===== src/rtl/nbu_pkg.sv =====
// Package: shared types and index helpers for the bundle NAND unit.
// Assumes the bundle width and rotation are positive.
package nbu_pkg;

    // Three-way outcome of the threshold decoder.
    typedef enum logic [1:0] {
        VD_LOW  = 2'd0,
        VD_HIGH = 2'd1,
        VD_OPEN = 2'd2
    } verdict_e;

    // Partner wire index for a rotation permutation.
    function automatic int unsigned rot_idx(input int unsigned i,
                                            input int unsigned r,
                                            input int unsigned n);
        return (i + r) % n;
    endfunction

endpackage


===== src/rtl/nbu_exec.sv =====
// Module: executive stage. N replicated NAND gates on matching wire
// pairs. Each result wire is then XORed with the fault mask.
// Assumes: all buses are N wires wide.
module nbu_exec #(
    parameter int N = 16
) (
    input  logic [N-1:0] a_w,
    input  logic [N-1:0] b_w,
    input  logic [N-1:0] inj_w,
    output logic [N-1:0] y_w
);
    for (genvar i = 0; i < N; i++) begin : g_gate
        // One replicated gate per wire, with optional fault flip.
        assign y_w[i] = ~(a_w[i] & b_w[i]) ^ inj_w[i];
    end
endmodule


===== src/rtl/nbu_restore.sv =====
// Module: one restoring layer. Wire i is NAND of input wire i and
// input wire (i+ROT) mod N.
// Assumes: 0 < ROT < N, so the partner is a different wire.
module nbu_restore #(
    parameter int N   = 16,
    parameter int ROT = 5
) (
    input  logic [N-1:0] x_w,
    output logic [N-1:0] y_w
);
    for (genvar i = 0; i < N; i++) begin : g_gate
        localparam int J = int'(nbu_pkg::rot_idx(i, ROT, N));
        // Pairwise NAND with the rotated partner wire.
        assign y_w[i] = ~(x_w[i] & x_w[J]);
    end
endmodule


===== src/rtl/nbu_popcount.sv =====
// Module: combinational population count of an N-wire bundle.
// Assumes: CW is wide enough to hold the value N.
module nbu_popcount #(
    parameter int N  = 16,
    parameter int CW = $clog2(N + 1)
) (
    input  logic [N-1:0]  x_w,
    output logic [CW-1:0] cnt
);
    // Sum the high wires.
    always_comb begin
        cnt = '0;
        for (int i = 0; i < N; i++) begin
            cnt = cnt + CW'(x_w[i]);
        end
    end
endmodule


===== src/rtl/nbu_judge.sv =====
// Module: two-sided threshold classifier. Counts above N-T read high,
// counts below T read low, and everything else is open.
// Assumes: 1 <= T and 2*T < N.
module nbu_judge #(
    parameter int N  = 16,
    parameter int T  = 3,
    parameter int CW = $clog2(N + 1)
) (
    input  logic [CW-1:0]     cnt,
    output nbu_pkg::verdict_e verdict
);
    localparam logic [CW-1:0] HI_EDGE = CW'(N - T);
    localparam logic [CW-1:0] LO_EDGE = CW'(T);

    // Map the count onto one of the three bands.
    always_comb begin
        if (cnt > HI_EDGE)      verdict = nbu_pkg::VD_HIGH;
        else if (cnt < LO_EDGE) verdict = nbu_pkg::VD_LOW;
        else                    verdict = nbu_pkg::VD_OPEN;
    end
endmodule


===== src/rtl/nand_bundle_unit.sv =====
// Module: top of the bundle NAND unit. The chain is executive stage,
// fault injection, two restoring layers, count and threshold decision.
// All outputs are registered with a synchronous active-low reset.
// Assumes: 1 <= T, 2*T < N, 0 < ROT < N.
module nand_bundle_unit #(
    parameter int N   = 16,
    parameter int T   = 3,
    parameter int ROT = 5,
    localparam int CW = $clog2(N + 1)
) (
    input  logic          clk,
    input  logic          rst_n,
    input  logic [N-1:0]  a_bus,
    input  logic [N-1:0]  b_bus,
    input  logic [N-1:0]  flt_mask,
    output logic [N-1:0]  bundle_out,
    output logic [CW-1:0] hi_count,
    output logic          dec_bit,
    output logic          dec_undec
);
    localparam int LAYERS = 2;

    if (T < 1 || 2 * T >= N) begin : g_bad_thr
        $error("threshold T must satisfy 1 <= T and 2*T < N");
    end
    if (ROT < 1 || ROT >= N) begin : g_bad_rot
        $error("rotation ROT must satisfy 0 < ROT < N");
    end

    logic [N-1:0]      exec_w;
    logic [N-1:0]      stage_w [LAYERS+1];
    logic [CW-1:0]     cnt_w;
    nbu_pkg::verdict_e verdict_w;

    nbu_exec #(.N(N)) u_exec (
        .a_w   (a_bus),
        .b_w   (b_bus),
        .inj_w (flt_mask),
        .y_w   (exec_w)
    );

    assign stage_w[0] = exec_w;

    for (genvar k = 0; k < LAYERS; k++) begin : g_layer
        nbu_restore #(.N(N), .ROT(ROT)) u_rest (
            .x_w (stage_w[k]),
            .y_w (stage_w[k+1])
        );
    end

    nbu_popcount #(.N(N), .CW(CW)) u_cnt (
        .x_w (stage_w[LAYERS]),
        .cnt (cnt_w)
    );

    nbu_judge #(.N(N), .T(T), .CW(CW)) u_judge (
        .cnt     (cnt_w),
        .verdict (verdict_w)
    );

    // Register the bundle, its count and the decision; hold bit when open.
    always_ff @(posedge clk) begin
        if (!rst_n) begin
            bundle_out <= '0;
            hi_count   <= '0;
            dec_bit    <= 1'b0;
            dec_undec  <= 1'b0;
        end else begin
            bundle_out <= stage_w[LAYERS];
            hi_count   <= cnt_w;
            case (verdict_w)
                nbu_pkg::VD_HIGH: begin
                    dec_bit   <= 1'b1;
                    dec_undec <= 1'b0;
                end
                nbu_pkg::VD_LOW: begin
                    dec_bit   <= 1'b0;
                    dec_undec <= 1'b0;
                end
                default: begin
                    dec_undec <= 1'b1;
                end
            endcase
        end
    end
endmodule


===== config.mk =====
export PLATFORM = sky130hd
export DESIGN_NAME = nand_bundle_unit
export DESIGN_NICKNAME = d
export VERILOG_FILES = /design/src/rtl/nbu_pkg.sv /design/src/rtl/nbu_exec.sv /design/src/rtl/nbu_restore.sv /design/src/rtl/nbu_popcount.sv /design/src/rtl/nbu_judge.sv /design/src/rtl/nand_bundle_unit.sv
export SDC_FILE = /design/constraint.sdc
export NUM_CORES = 1
export LEC_CHECK = 0
export BUFFER_PORTS_ARGS = -buffer_cell sky130_fd_sc_hd__buf_2
export CORE_ASPECT_RATIO = 1.25
export CORE_MARGIN = 4
export CORE_UTILIZATION = 35
export DETAILED_ROUTE_END_ITERATION = 8
export GPL_ROUTABILITY_DRIVEN = 0
export GPL_TIMING_DRIVEN = 0
export PLACE_DENSITY_LB_ADDON = 0.05
export SLEW_MARGIN = 20
export SYNTH_ARGS = -nofsm -noshare
export SYNTH_HDL_FRONTEND = slang
export SYNTH_SLANG_ARGS = --single-unit
export TNS_END_PERCENT = 1

===== constraint.sdc =====
create_clock -name clk -period 5.34 [get_ports clk]
set_input_delay 0.801 -clock clk [delete_from_list [all_inputs] [get_ports clk]]
set_output_delay 0.801 -clock clk [all_outputs]
set_load 0.01 [all_outputs]

==> results.md <==
- Final HPWL DP: around 2700 µm
- Cell count after synthesis: around 140
- Largest net degree at the start of global routing: 14
- Mux share of post-synthesis cell area: 0
- Die W: around 63 µm
- Share of layout cells above drive strength 1: 0.391
- Port bufs: between 70 and 80
- Worst-path fanout max: 4
- CTS tree: yes
- CTS clk-pin slew, worst paths: approximately 0.080 ns
- Most common cell after layout, fill and taps aside: buf_2
- Clock H-tree levels: 1
- Fmax: approximately 0.19 GHz
- Average routed wire per standard cell: approximately 12 µm
- Slowest cell on crit path: fa_2
- Core Area: 0.00357 mm²
- Post-route ant nets: 0
- Endpoints failing setup: 0
- P_int: 640 µW
- Setup ws final: approximately 0.17 ns
- P&R area growth vs syn: 38.3%
- DR DRC count: 0
- Sequential share of power: 0.194
- Syn avg cell area: ~9.4 µm²
- Nets: around 290
- Antenna diodes: 0
- Synth top area share: 0.348
- GRT overflow: 0
- Slew @ Worst Pin: about 0.46 ns
- Buf/Inv on CP: 2
- Slew Limit Fails: 0
- Place WS: -0.295 ns
- Setup CP Type: in -> reg
- CTS max path bufs: 2
- Number of CTS-inserted buffers: 3
- Highest-count cells in the layout ignoring fill and taps: buf_2 (72), dfxtp_1 (23), nand2_1 (18)
- CP Launch Type: primary input
- Hold_buf cts: 0
- Router iterations before antenna repair: 4
- Max-cap viol count: 0
- Post-Synth Simple-Gate Area: 0.161
- Area leader, netlist: dfxtp_1
- Synth top area cells: dfxtp_1 (35%), fa_1 (15%), xor2_1 (11%), nand2_1 (5.1%), ha_1 (4.7%)
- Combinational Power Share: 0.705
- Syn_nets: 206
- Crit-path most repeated cell: fa_1
- Synth Area in XOR/XNOR: 0.119
- Row count: 24
- Yosys cell types: 24
- Yosys reg bits: 23
- Synth Cell Area: ~0.0013 mm²
- CP Cell Sequence: buf_2 > nand2_1 > xor2_1 > o21a_1 > ha_1 > inv_1 > fa_1 > fa_1 > fa_1 > fa_1 > fa_2 > fa_2 > o21ai_0 > a211o_1 > o311a_1 > a221o_1
- Slew HR: 0.690
- Net Sw Frac: 0.405
- Critical Path RT: ~5.5 ns
- Clk Latency, worst-skew pair: 0.26 ns
- Final Cycle Share: 0.969
- PwrDens: 589 mW/mm²
- Post-synthesis sequential area ratio: 0.348
- Final hold vios: 0
- Initial antenna violation count: 0
- Combinational family with the most area after synthesis: adder cells
- Final min period: 5.17 ns
- Leak: roughly 0.00094 µW
- Sw power: 436 µW
- CP max stage delay: between 0.5 and 0.6 ns
- First-pass GRT wire length: 5350 µm
- Clock share of power: 0.101
- Clock sink count: 23
- Post-Synth Adder-Cell Area: 0.199
- CTS root buf: clkbuf_8
- Gr usage total: 0.135
- Ys Warns: 0
- I/O pin count: 73
- DRT Wirelength: roughly 3200 µm
- DIE HEIGHT: about 77 µm
- Crit end category: register
- HP Class: reg -> reg
- Delay-heaviest family, CP: adder cells
- VDD IR max: 233 µV
- Synth Area in Compound Gates: 0.133
- Initial Util: 0.370
- Vias per std cell: 4.66
- Die area: 0.00483 mm²
- Vias in the first global route: 1256
- Unrepaired setup endpoints after global routing: false
- Status: finished clean
- Layout Skew: 0 ns
- Routed vias: roughly 1200
- Crit path arrival time: 5.33 ns
- Starting DRT DRC Count: 16
- Final Total Pwr: between 1000 and 1500 µW
what timing repair did:
item | in CTS | in global routing
gates resized for setup | 1 | 2
setup buffers | 0 | 3
pin swaps | 0 | 5
setup endpoints to repair | 1 | 2
gates cloned | 0 | 0
cell usage after synthesis:
cell type,instances
a211o_1,1
a21oi_1,1
a221o_1,1
a2bb2oi_1,1
a31o_1,1
and2_1,9
and2_2,2
and3_1,1
clkbuf_1,2
dfxtp_1,23
fa_1,10
ha_1,5
inv_1,12
nand2_1,18
nand3b_1,1
nor2_1,11
nor2b_1,2
o2111ai_1,1
o21a_1,8
o21ai_0,11
o311a_1,1
or3_1,1
xnor2_1,2
xor2_1,16
layout make-up:
| class | instances | area, µm² |
|---|---|---|
| fill | 346 | 1750 |
| sequential | 23 | 460 |
| inverter | 12 | 45.0 |
| buffer | 2 | 7.51 |
| tap | 39 | 48.8 |
| timing repair buffer | 75 | 383 |
| clock buffer | 3 | 41.3 |
| multi-input combinational | 104 | 836 |
| clock inverter | 1 | 5.00 |
power by group through the flow:
stage	registers [µW]	logic (µW)	clock network (µW)
final	208	759	109
after detailed placement	213	676	0
after global placement	212	647	0
after floorplan	228	497	0
after global routing	211	869	118
after CTS	209	680	112
metrics by stage:
stage / area (µm²) / setup TNS, ns / hold slack (ns) / std cells / util
after floorplan: 1330 / 0 / 0.524 / 141 / -
after global placement: 1740 / -0.433 / 0.469 / 252 / 0.486
after detailed placement: 1740 / -0.480 / 0.474 / 252 / 0.486
after CTS: 1790 / 0 / 0.503 / 256 / 0.501
after global routing: 1830 / 0 / 0.524 / 259 / 0.511
final: 1830 / 0 / 0.490 / 259 / 0.511
layer usage:
layer,vias to the layer above,track usage,routed length (µm)
met2,49,0.243,1640
met4,0,0.0419,26
met1,544,0.160,1320
met5,-,0,0
met3,4,0.0219,214
li1,611,-,-
state kept, by name, summed over array words and instances (netlist names):
name	flops
hi_count	5
dec_bit	1
bundle_out	16
dec_undec	1
cell families (layout without fill, tap and decap cells):
| group | count (synthesis) | in the layout |
|---|---|---|
| adders and majority gates | 15 | 15 |
| xor gates and xnor gates | 18 | 18 |
| and+or+nand+nor | 45 | 45 |
| AOI/OAI and AO/OA | 26 | 26 |
| buffers and inverters | 14 | 93 |
| DFF | 23 | 23 |
worst paths after layout:
path | from | end | slack [ns] | cells after the start
worst max-delay path | a_bus[1] | dec_bit | 0.17 | 16
worst min-delay path | dec_bit | dec_bit | 0.49 | 1
worst max register to register | dec_bit | dec_bit | 4.61 | 1
worst min register to register | dec_bit | dec_bit | 0.49 | 1
Power figures use the tool's default switching activity.
